**src/rtl/rxq_pkg.sv**
```systemverilog
package rxq_pkg;
  typedef struct packed {
    logic       push;
    logic       pop;
    logic       flush;
    logic [7:0] pushByte;
  } qStrobe_t;
endpackage

```
**src/rtl/rxq_datapath.sv**
```systemverilog
module rxq_datapath
  import rxq_pkg::*;
#(
  parameter int DEPTH = 64,
  localparam int AW = $clog2(DEPTH),
  localparam int CW = $clog2(DEPTH + 1)
) (
  input  logic          clk,
  input  logic          rstN,
  input  qStrobe_t      stb,
  output logic [7:0]    headByte,
  output logic [CW-1:0] count,
  output logic          full,
  output logic          empty
);
  logic [7:0]    mem [DEPTH];
  logic [AW-1:0] wrPtr, rdPtr;

  function automatic logic [AW-1:0] nextPtr(input logic [AW-1:0] p);
    return (p == AW'(DEPTH - 1)) ? '0 : p + AW'(1);
  endfunction

  always_ff @(posedge clk) begin
    if (!rstN) begin
      wrPtr <= '0;
      rdPtr <= '0;
      count <= '0;
    end else if (stb.flush) begin
      wrPtr <= '0;
      rdPtr <= '0;
      count <= '0;
    end else begin
      if (stb.push) wrPtr <= nextPtr(wrPtr);
      if (stb.pop)  rdPtr <= nextPtr(rdPtr);
      case ({stb.push, stb.pop})
        2'b10:   count <= count + CW'(1);
        2'b01:   count <= count - CW'(1);
        default: count <= count;
      endcase
    end
  end

  always_ff @(posedge clk) begin
    if (stb.push && !stb.flush) mem[wrPtr] <= stb.pushByte;
  end

  assign headByte = mem[rdPtr];
  assign full     = (count == CW'(DEPTH));
  assign empty    = (count == '0);

  assert_count_bound_R3: assert property (@(posedge clk) disable iff (!rstN)
    count <= CW'(DEPTH));
  assert_no_push_when_full_R4: assert property (@(posedge clk) disable iff (!rstN)
    stb.push |-> !full);
  assert_no_pop_when_empty_R5: assert property (@(posedge clk) disable iff (!rstN)
    stb.pop |-> !empty);
  assert_flush_empties_R7: assert property (@(posedge clk) disable iff (!rstN)
    stb.flush |=> empty);
endmodule

```
**src/rtl/rxq_ctrl.sv**
```systemverilog
module rxq_ctrl
  import rxq_pkg::*;
#(
  parameter int DEPTH = 64,
  parameter int BCW = 12,
  parameter int TRIG_RESET = 32,
  localparam int CW = $clog2(DEPTH + 1),
  localparam int TW = BCW + 6
) (
  input  logic           clk,
  input  logic           rstN,
  input  logic           ctrlWrEn,
  input  logic [3:0]     ctrlWrData,
  input  logic           modeWrEn,
  input  logic [9:0]     modeWrData,
  input  logic           trigWrEn,
  input  logic [CW-1:0]  trigWrData,
  input  logic           toutWrEn,
  input  logic [7:0]     toutWrData,
  input  logic [BCW-1:0] bitClocks,
  input  logic           rxValid,
  input  logic [7:0]     rxData,
  input  logic           rxBreak,
  input  logic           txWrEn,
  input  logic [7:0]     txWrData,
  input  logic           rdEn,
  input  logic [7:0]     headByte,
  input  logic [CW-1:0]  count,
  input  logic           full,
  input  logic           empty,
  output qStrobe_t       stb,
  output logic [7:0]     rdData,
  output logic           trigger,
  output logic           overrunPulse,
  output logic           timeoutPulse
);
  logic          rxOn, rxOff, active;
  logic [9:0]    modeReg;
  logic [CW-1:0] trigLevel;
  logic [7:0]    toutReg;
  logic [TW-1:0] timer, loadVal;
  logic [3:0]    dataBits, charBits;
  logic          parityBit, twoStop, rxPath, loopPath, pushReq;

  always_ff @(posedge clk) begin
    if (!rstN) begin
      rxOn      <= 1'b0;
      rxOff     <= 1'b1;
      modeReg   <= '0;
      trigLevel <= CW'(TRIG_RESET);
      toutReg   <= '0;
    end else begin
      if (ctrlWrEn) begin
        rxOn  <= ctrlWrData[2];
        rxOff <= ctrlWrData[3];
      end
      if (modeWrEn) modeReg   <= modeWrData;
      if (trigWrEn) trigLevel <= trigWrData;
      if (toutWrEn) toutReg   <= toutWrData;
    end
  end

  assign active   = rxOn & ~rxOff;
  assign rxPath   = (modeReg[9:8] == 2'd0) || (modeReg[9:8] == 2'd1);
  assign loopPath = (modeReg[9:8] == 2'd2);
  assign pushReq  = rxBreak | (rxPath & rxValid) | (loopPath & txWrEn);

  always_comb begin
    stb.flush    = ctrlWrEn & ctrlWrData[0];
    stb.push     = active & pushReq & ~full;
    stb.pop      = active & rdEn & ~empty;
    stb.pushByte = rxBreak ? 8'h00 : (loopPath ? txWrData : rxData);
  end

  assign rdData  = (active && !empty) ? headByte : 8'h00;
  assign trigger = (count >= trigLevel);

  // Frame length in bits, from the mode word
  always_comb begin
    case (modeReg[2:1])
      2'd3:    dataBits = 4'd6;
      2'd2:    dataBits = 4'd7;
      default: dataBits = 4'd8;
    endcase
    parityBit = (modeReg[5:3] == 3'd0) || (modeReg[5:3] == 3'd1);
    twoStop   = (modeReg[7:6] != 2'd3);
    charBits  = 4'd1 + dataBits + {3'd0, parityBit} + (twoStop ? 4'd2 : 4'd1);
    loadVal   = TW'(bitClocks) * TW'(charBits) * TW'(4);
  end

  always_ff @(posedge clk) begin
    if (!rstN) begin
      timer        <= '0;
      timeoutPulse <= 1'b0;
      overrunPulse <= 1'b0;
    end else begin
      overrunPulse <= active & pushReq & full;
      timeoutPulse <= !stb.flush && !stb.push && (timer == TW'(1)) && (toutReg != 8'd0);
      if (stb.flush)          timer <= '0;
      else if (stb.push)      timer <= loadVal;
      else if (timer != '0)   timer <= timer - TW'(1);
    end
  end

  assert_overrun_only_when_full_R4: assert property (@(posedge clk) disable iff (!rstN)
    overrunPulse |-> $past(full));
  assert_timeout_needs_armed_R10: assert property (@(posedge clk) disable iff (!rstN)
    timeoutPulse |-> $past(toutReg) != 8'd0);
  assert_timeout_timer_idle_R10: assert property (@(posedge clk) disable iff (!rstN)
    timeoutPulse |-> timer == '0);
  assert_gated_activity_R2: assert property (@(posedge clk) disable iff (!rstN)
    (stb.push || stb.pop) |-> active);
endmodule

```
**src/rtl/uart_rx_queue.sv**
```systemverilog
module uart_rx_queue
  import rxq_pkg::*;
#(
  parameter int DEPTH = 64,
  parameter int BCW = 12,
  parameter int TRIG_RESET = 32,
  localparam int CW = $clog2(DEPTH + 1)
) (
  input  logic           clk,
  input  logic           rstN,
  input  logic           ctrlWrEn,
  input  logic [3:0]     ctrlWrData,
  input  logic           modeWrEn,
  input  logic [9:0]     modeWrData,
  input  logic           trigWrEn,
  input  logic [CW-1:0]  trigWrData,
  input  logic           toutWrEn,
  input  logic [7:0]     toutWrData,
  input  logic [BCW-1:0] bitClocks,
  input  logic           rxValid,
  input  logic [7:0]     rxData,
  input  logic           rxBreak,
  input  logic           txWrEn,
  input  logic [7:0]     txWrData,
  input  logic           rdEn,
  output logic [7:0]     rdData,
  output logic [CW-1:0]  count,
  output logic           empty,
  output logic           full,
  output logic           trigger,
  output logic           overrunPulse,
  output logic           timeoutPulse
);
  qStrobe_t   stb;
  logic [7:0] headByte;

  rxq_ctrl #(.DEPTH(DEPTH), .BCW(BCW), .TRIG_RESET(TRIG_RESET)) ctrl (
    .clk(clk), .rstN(rstN),
    .ctrlWrEn(ctrlWrEn), .ctrlWrData(ctrlWrData),
    .modeWrEn(modeWrEn), .modeWrData(modeWrData),
    .trigWrEn(trigWrEn), .trigWrData(trigWrData),
    .toutWrEn(toutWrEn), .toutWrData(toutWrData),
    .bitClocks(bitClocks),
    .rxValid(rxValid), .rxData(rxData), .rxBreak(rxBreak),
    .txWrEn(txWrEn), .txWrData(txWrData), .rdEn(rdEn),
    .headByte(headByte), .count(count), .full(full), .empty(empty),
    .stb(stb), .rdData(rdData), .trigger(trigger),
    .overrunPulse(overrunPulse), .timeoutPulse(timeoutPulse)
  );

  rxq_datapath #(.DEPTH(DEPTH)) data (
    .clk(clk), .rstN(rstN), .stb(stb),
    .headByte(headByte), .count(count), .full(full), .empty(empty)
  );
endmodule

```
**config.mk**
```make
export PLATFORM = sky130hd
export DESIGN_NAME = uart_rx_queue
export DESIGN_NICKNAME = d
export VERILOG_FILES = /design/src/rtl/rxq_pkg.sv /design/src/rtl/rxq_datapath.sv /design/src/rtl/rxq_ctrl.sv /design/src/rtl/uart_rx_queue.sv
export SDC_FILE = /design/constraint.sdc
export NUM_CORES = 1
export LEC_CHECK = 0
export BUFFER_PORTS_ARGS = -buffer_cell sky130_fd_sc_hd__buf_2
export CAP_MARGIN = 5
export CELL_PAD_IN_SITES_DETAIL_PLACEMENT = 1
export CELL_PAD_IN_SITES_GLOBAL_PLACEMENT = 1
export CORE_ASPECT_RATIO = 1.25
export CORE_UTILIZATION = 58
export DETAILED_ROUTE_END_ITERATION = 12
export HOLD_SLACK_MARGIN = 0.06
export PLACE_DENSITY = 0.85
export SYNTH_ARGS = -nofsm -noshare
export SYNTH_HDL_FRONTEND = slang
export SYNTH_SLANG_ARGS = --single-unit
```
**constraint.sdc**
```tcl
create_clock -name clk -period 11.3 [get_ports clk]
set_input_delay 3.39 -clock clk [delete_from_list [all_inputs] [get_ports clk]]
set_output_delay 3.39 -clock clk [all_outputs]
set_load 0.02 [all_outputs]
```
==> results of run 1 <==
[layout make-up]
class	count	share of cell area [%]
timing repair buffer	99	2.00
clock inverter	33	1.01
multi-input combinational	749	27.2
tap	559	2.56
inverter	56	0.768
sequential	582	61.3
clock buffer	64	5.11
[power breakdown]
part | internal, mW | switching [mW] | total, mW
Combinational | 0.214 | 0.314 | 0.527
Clock | 0.974 | 0.780 | 1.75
Sequential | 2.37 | 0.0333 | 2.41
[cells in the mapped netlist (15+ instances only)]
master and instances:
edfxtp_1 512, mux4_2 141, nor2_1 129, dfxtp_1 70, nand2_1 62, inv_1 55, mux2i_1 44, ha_1 41
clkbuf_1 39, nor2b_1 39, a21oi_1 33, o21ai_0 25, fa_1 21, xnor2_1 16, a211oi_1 15
[state kept, by name, summed over array words and instances (netlist names), named ones only]
signal             flops
ctrl.rxOff             1
ctrl.rxOn              1
data.count             7
ctrl.timeoutPulse      1
ctrl.timer            18
ctrl.overrunPulse      1
ctrl.toutReg           8
data.mem             512
ctrl.modeReg           8
data.wrPtr             6
data.rdPtr             6
ctrl.trigLevel         7
[stage by stage]
stage                     area [µm²]  utilization, %  power (mW)  instances  hold slack, ns
after global placement         25700            61.1        2.94       2045           0.474
after detailed placement       25700            61.1        2.97       2045           0.494
after floorplan                24700               -        2.84       1459           0.459
after global routing           27400            65.1        4.83       2142           0.522
final                          27400            65.1        4.69       2142           0.497
after CTS                      27400            65.1        4.71       2142           0.504
[path summary, 6_finish.rpt]
check                                   end  depth (start not counted)
min          ctrl.trigLevel[5]$_SDFFE_PN1P_                          2
max                               rdData[2]                          8
max reg2reg     ctrl.timer[17]$_SDFFE_PP0P_                         20
min reg2reg  ctrl.trigLevel[5]$_SDFFE_PN1P_                          2
[kinds of logic after synthesis]
| group | count (synthesis) | share of synthesized area, % |
|---|---|---|
| compound gates | 143 | 3.81 |
| xor+xnor | 30 | 1.06 |
| fa+ha+maj | 62 | 3.78 |
| flops | 582 | 67.9 |
| mux | 192 | 14.9 |
| simple gates | 322 | 6.31 |
| buf+inv | 128 | 2.21 |
[per-layer routing]
metal / up-vias / global-route usage (%) / wire, µm
li1: 5861 / - / -
met1: 7009 / 34.3 / 22000
met2: 581 / 51.3 / 31600
met3: 140 / 4.30 / 3790
met4: 0 / 11.8 / 2370
met5: - / 0 / 0
[critical path: cells and delay by family, from the launching register on]
family | cells | cell delay [ns]
and+or+nand+nor | 1 | 0.15
AOI/OAI and AO/OA | 4 | 0.96
muxes | 1 | 0.43
buffers and inverters | 2 | 0.90
DFF | 1 | 0.71
==> flow_summary.toml, run 1 <==
[run_status]
status = "complete, no violations"

[clocking]
ctsHoldBuffers = 0
numCtsBuffers = 54
cts_tree = "yes"
path_clk_slew_ns = 0.06
cts-htree-levels = 2
insertion_delay_ns = 0.60
cts_resized = 0
cts_root_buf = "clkbuf_16"
cts_buffer_depth = 3
cts_sinks = 582
postCtsSetupBuffers = 0

[run]
cap_violations = 0

[synth]
synth_area_um2 = 24700
syn_nets = 1588
synthTopCellsByArea = "edfxtp_1, mux4_2, dfxtp_1"
synth_top_area_share_pct = 62.2
synth_edf_count = 512
synthCells = 1459
syn_avg_cell_area_um2 = 16.9
synth-async-reset-ratio_pct = 0
synth_seq_cells = 582
synth-seq-area-share_pct = 67.9
synth_flop_cell = "edfxtp_1"
yosys_warnings = 0
yosysUniqueCellTypes = 65
synth_top_area_cell = "edfxtp_1"

[detailed_routing]
via_count = 13600
drc = 0
viasPerCell = 6.35
wl_per_cell_um = 27.9
detail-route-antenna-nets = 0
drt_wl_total_um = 59800
dr.pass1.iters = 5
drt_iter0_drc = 1154

[cells_and_area]
final_common_cell = "edfxtp_1"
antennaDiodeCount = 0
nFillCells = 3696
mostFrequentLayoutCells = "edfxtp_1, mux4_2, nor2_1"
syn_to_final_growth_pct = 10.7
final_nets = 1671
seq_area_um2 = 16800
drive_above_1_share_pct = 21.9
multi_input_area_um2 = 7450

[global_routing]
grt_max_degree = 122
grt-ovfl-total = 0
grt_pass1_vias = 14700
antenna_found_initial = 1
grt_usage_pct = 28.5
grt_pass1_wl_um = 90600

[setup_path]
max_stage_delay_ns = 0.71
start_kind = "flop"
crit_top_cell = "a211oi_1"
arrival_ns = 3.80
path_class = "flop to output port"
reg2reg_from = "ctrl.modeReg[7]$_SDFFE_PN0P_"
crit_fanout = 49
required_ns = 7.91
crit_path_cell_trace = "buf_4 -> mux4_2 -> nor2b_1 -> a211oi_1 -> a211oi_1 -> a21oi_1 -> o21ai_0 -> buf_2"
slowest_stage = "dfxtp_4"
r2r_setup_slack_ns = 6.07
critical_path.endpoint_type = "output port"

[timing]
slew_headroom_pct = 29.1
period_share_pct = 63.6
slew_viol_final = 0
finalSetupTns_ns = 0
clock_skew_ns = 0.0236
worst_slew_pin_slew_ns = 1.06
hold_viol = 0
setup_viol = 0
rsz0062_at_grt = "false"
period_needed_ns = 7.19
timing.final.ws_setup_ns = 4.11
fmax_mhz = 139

[placement]
gp_congestion = 0.820
place_hpwl_um = 37200
io_buffers = 83
pre_cts_slack_ns = 4.29

[pwr]
leakage_nw = 9.09
ir_drop_mv = 0.125
powerDensity_nw_per_um2 = 171

[floorplan]
core-area_um2 = 42000
die_width_um = 187
io_pins = 87
die_y_um = 233
initial_core_util_pct = 58.8
die-area_um2 = 43400
std_cell_rows = 84

[hold_path]
worstHoldPathType = "flop to flop"
worstHoldStart = "ctrl.trigLevel[5]$_SDFFE_PN1P_"
Note: power is estimated with default switching activity, not from simulation.
==> run 2, diff against run 1 <==
- CORE_UTILIZATION: 58 -> 48
- PLACE_DENSITY: 0.85 -> 0.75
- clock period: 11.3 -> 6.6 ns (I/O delays scaled with it)
==> run 2 against run 1 <==
Compared with the run above:
- clock-buffer cell count increased by 10
- clock power increased by 90%
- critical path depth decreased by 2
- non-clock buffer count increased by 10
- total power increased by 78%
- critical path type unchanged
==> flow_summary.toml, run 2 (synthesis results as in run 1) <==
[placement]
io_buffers = 83
gp_congestion = 0.825
place_hpwl_um = 36600
pre_cts_slack_ns = 0.940

[floorplan]
initial_core_util_pct = 48.8
die-area_um2 = 52400
die_y_um = 256
core-area_um2 = 50600
io_pins = 87
die_width_um = 205
std_cell_rows = 92

[setup_path]
required_ns = 4.62
crit_fanout = 16
start_kind = "flop"
critical_path.endpoint_type = "output port"
path_class = "flop to output port"
arrival_ns = 3.61

[timing]
timing.final.ws_setup_ns = 1.01
slew_headroom_pct = 31.7
hold_viol = 0
rsz0062_at_grt = "false"
setup_viol = 0
worst_slew_pin_slew_ns = 1.02
clock_skew_ns = 0.0323
finalSetupTns_ns = 0
slew_viol_final = 0
period_needed_ns = 5.59
fmax_mhz = 179
period_share_pct = 84.6

[clocking]
cts-htree-levels = 2
cts_buffer_depth = 3
ctsHoldBuffers = 0
cts_sinks = 582
cts_root_buf = "clkbuf_16"
numCtsBuffers = 56
cts_tree = "yes"
insertion_delay_ns = 0.64
postCtsSetupBuffers = 0
cts_resized = 0
path_clk_slew_ns = 0.06

[cells_and_area]
top_regs = "data.mem x512, ctrl.timer x18"
final_common_cell = "edfxtp_1"
syn_to_final_growth_pct = 12.7
antennaDiodeCount = 0
largest_reg_flops = 512
final_util_pct = 55.0
top_register = "data.mem"
mostFrequentLayoutCells = "edfxtp_1, mux4_2, nor2_1"
drive_above_1_share_pct = 23.0
final_nets = 1683

[detailed_routing]
wl_per_cell_um = 25.7
via_count = 13300
drt_iter0_drc = 971
viasPerCell = 5.90
detail-route-antenna-nets = 0
dr.pass1.iters = 5
drt_wl_total_um = 58100
drc = 0

[global_routing]
grt_pass1_wl_um = 88200
grt_usage_pct = 22.8
grt_max_degree = 65
antenna_found_initial = 1
grt-ovfl-total = 0
grt_pass1_vias = 14400

[pwr]
power_mw = 8.34
powerDensity_nw_per_um2 = 299
ir_drop_mv = 0.195
leakage_nw = 9.25

[run]
cap_violations = 0

[run_status]
status = "complete, no violations"

[hold_path]
worstHoldPathType = "flop to flop"
-- run 2: cell count changes in the layout (fill, tap and decap cells not counted), moves of 3 or more --
cell / delta
buf_12: +4
buf_4: +6
bufinv_16: +3
clkbuf_1: +4
clkbuf_16: +3
clkbuf_8: +3
clkinv_1: -8
clkinvlp_4: +5
-- run 2: layout make-up --
type                            count  area (µm²)
Clock inverter                     31         377
Fill cell                        4677       22800
Multi-Input combinational cell    749        7450
Clock buffer                       74        1530
Inverter                           56         210
Sequential cell                   582       16800
Tap cell                          658         823
Timing Repair Buffer              109         673
-- run 2: where the power goes --
group / switching [mW] / total, mW / leakage [nW] / internal [mW]
sequential: 0.0518 / 4.12 / 5.31 / 4.06
combinational: 0.526 / 0.895 / 3.01 / 0.369
clock: 1.41 / 3.33 / 0.922 / 1.92
-- run 2: worst max-delay path, stage by stage, from the launching register on --
cell	delay, ns
dfxtp_4	0.57
buf_4	0.41
mux4_2	0.59
mux4_2	0.56
a22oi_1	0.41
o21ai_1	0.21
buf_2	0.21
-- run 2: path summary, 6_finish.rpt --
check,startpoint,endpoint,slack [ns],cells past startpoint
worst max-delay path,flop,rdData[4],1.01,6
worst min-delay path,ctrl.trigLevel[5]$_SDFFE_PN1P_,ctrl.trigLevel[5]$_SDFFE_PN1P_,0.50,2
worst max register to register,ctrl.modeReg[7]$_SDFFE_PN0P_,ctrl.timer[17]$_SDFFE_PP0P_,1.69,18
worst min register to register,ctrl.trigLevel[5]$_SDFFE_PN1P_,ctrl.trigLevel[5]$_SDFFE_PN1P_,0.50,2
-- run 2: routing by layer --
| metal | routed length (µm) | share of wire, % | GRT usage, % | up-vias |
|---|---|---|---|---|
| met5 | 12 | 0.021 | 0 | - |
| met4 | 1800 | 3.1 | 8.46 | 2 |
| met3 | 3300 | 5.7 | 3.35 | 100 |
| met2 | 29700 | 51 | 38.9 | 448 |
| met1 | 23300 | 40 | 29.6 | 6898 |
| li1 | - | - | - | 5888 |
-- run 2: per-stage QoR --
| stage | instances | hold WS [ns] | instance area (µm²) |
|---|---|---|---|
| floorplan | 1459 | 0.459 | 24700 |
| global placement | 2154 | 0.473 | 25900 |
| detailed placement | 2154 | 0.489 | 25900 |
| CTS | 2259 | 0.501 | 27900 |
| global route | 2259 | 0.542 | 27900 |
| finish | 2259 | 0.498 | 27900 |
==> run 3, diff against run 2 <==
- clock period: 6.6 -> 5.02 ns (I/O delays scaled with it)
==> run 3 against run 2 <==
Compared with the run above:
- clock power grew 26%
- die area is the same
- routed wire length grew 0.77%
- via count grew 1.3%
- hold slack lost 0.0026 ns
- combinational power grew 32%
- sequential share of layout area shrank 0.62 points
- clock-buffer cell count shrank 3
- register-to-register slack lost 1.3 ns
- cell count grew 2.0%
- first-iteration DRC count shrank 11%
- non-clock buffer count grew 48
- critical path type unchanged
- largest power group unchanged
==> flow_summary.toml, run 3 (synthesis results as in run 1) <==
[cells_and_area]
final_nets = 1730
nFillCells = 4727
drive_above_1_share_pct = 24.8
largest_reg_flops = 512
final_util_pct = 55.6
finalInstanceArea_um2 = 28100
antennaDiodeCount = 0
top_regs = "data.mem x512, ctrl.timer x18"
fin_cells = 2305
syn_to_final_growth_pct = 13.9
mostFrequentLayoutCells = "edfxtp_1, mux4_2, nor2_1"
final_common_cell = "edfxtp_1"
top_register = "data.mem"

[pwr]
power_mw = 10.8
ir_drop_mv = 0.294
powerDensity_nw_per_um2 = 384
leakage_nw = 9.44

[timing]
setup_viol = 0
fmax_mhz = 202
hold_viol = 0
slew_viol_final = 0
hold_slack_ns = 0.495
rsz0062_at_grt = "false"
period_share_pct = 98.4
finalSetupTns_ns = 0
timing.final.ws_setup_ns = 0.0779
clock_skew_ns = 0.0261
worst_slew_pin_slew_ns = 1.19
period_needed_ns = 4.94
slew_headroom_pct = 20.5

[setup_path]
path_class = "flop to output port"
critical_path.endpoint_type = "output port"
required_ns = 3.51
crit_fanout = 30
r2r_cells = 20
crit_path_end = "rdData[0]"
arrival_ns = 3.44
r2r_setup_slack_ns = 0.40
reg2reg_from = "ctrl.modeReg[7]$_SDFFE_PN0P_"
r2r_end = "ctrl.timer[17]$_SDFFE_PP0P_"
start_kind = "flop"

[placement]
gp_congestion = 0.849
dp_cells = 2202
io_buffers = 83
place_hpwl_um = 38600
place_area_um2 = 26300
pre_cts_slack_ns = 0.259

[clocking]
ctsHoldBuffers = 0
cts-htree-levels = 2
cts_sinks = 582
cts_resized = 0
cts_buffer_depth = 3
numCtsBuffers = 55
cts_root_buf = "clkbuf_16"
cts_tree = "yes"
postCtsSetupBuffers = 0
insertion_delay_ns = 0.63
path_clk_slew_ns = 0.06

[detailed_routing]
drt_wl_total_um = 58500
via_count = 13500
wl_per_cell_um = 25.4
viasPerCell = 5.86
drt_iter0_drc = 868
dr.pass1.iters = 5
drc = 0
detail-route-antenna-nets = 0

[global_routing]
grt_usage_pct = 23.0
grt_max_degree = 65
grt-ovfl-total = 0
grt_pass1_vias = 14700
antenna_found_initial = 1
grt_pass1_wl_um = 89200

[floorplan]
core-area_um2 = 50600
die_y_um = 256
io_pins = 87
die_width_um = 205
std_cell_rows = 92
initial_core_util_pct = 48.8
die-area_um2 = 52400

[hold_path]
hold_depth = 2
worstHoldPathType = "flop to flop"
worstHoldStart = "ctrl.trigLevel[5]$_SDFFE_PN1P_"

[run]
cap_violations = 0

[run_status]
status = "complete, no violations"
==> run 3: how the worst min path moves through the flow <==
stage / end / slack (ns)
3_3_place_gp: ctrl.trigLevel[5]$_SDFFE_PN1P_ / 0.48
5_1_grt: ctrl.trigLevel[5]$_SDFFE_PN1P_ / 0.52
6_report: ctrl.trigLevel[5]$_SDFFE_PN1P_ / 0.50
2_1_floorplan: ctrl.trigLevel[5]$_SDFFE_PN1P_ / 0.46
3_5_place_dp: ctrl.trigLevel[5]$_SDFFE_PN1P_ / 0.49
4_1_cts: ctrl.trigLevel[5]$_SDFFE_PN1P_ / 0.50
==> run 3: routing by layer <==
metal  vias to the layer above  global-route usage [%]  wire length [µm]
li1                       5984                       -                 -
met4                         0                    7.47              1830
met5                         -                       0                 0
met1                      7051                    28.8             22900
met2                       380                    40.8             31000
met3                        95                    3.51              2810
==> run 3: layout make-up <==
cell class | instances | area (µm²) | area share, %
sequential | 582 | 16800 | 59.6
multi-input combinational | 749 | 7450 | 26.5
clock buffer | 71 | 1470 | 5.22
timing repair buffer | 157 | 1050 | 3.72
tap | 658 | 823 | 2.93
clock inverter | 32 | 354 | 1.26
inverter | 56 | 210 | 0.747
==> run 3: power breakdown <==
part	leakage (nW)	switching (mW)	total (mW)	internal [mW]
Sequential	5.31	0.0688	5.41	5.34
Clock	0.872	1.82	4.21	2.39
Combinational	3.26	0.686	1.18	0.490
==> run 3: worst max-delay path, cell delays in order, from the launching register on <==
cell	delay (ns)
dfxtp_4	0.57
buf_12	0.31
mux4_2	0.60
mux4_2	0.52
a22oi_1	0.36
o21ai_1	0.21
buf_2	0.21
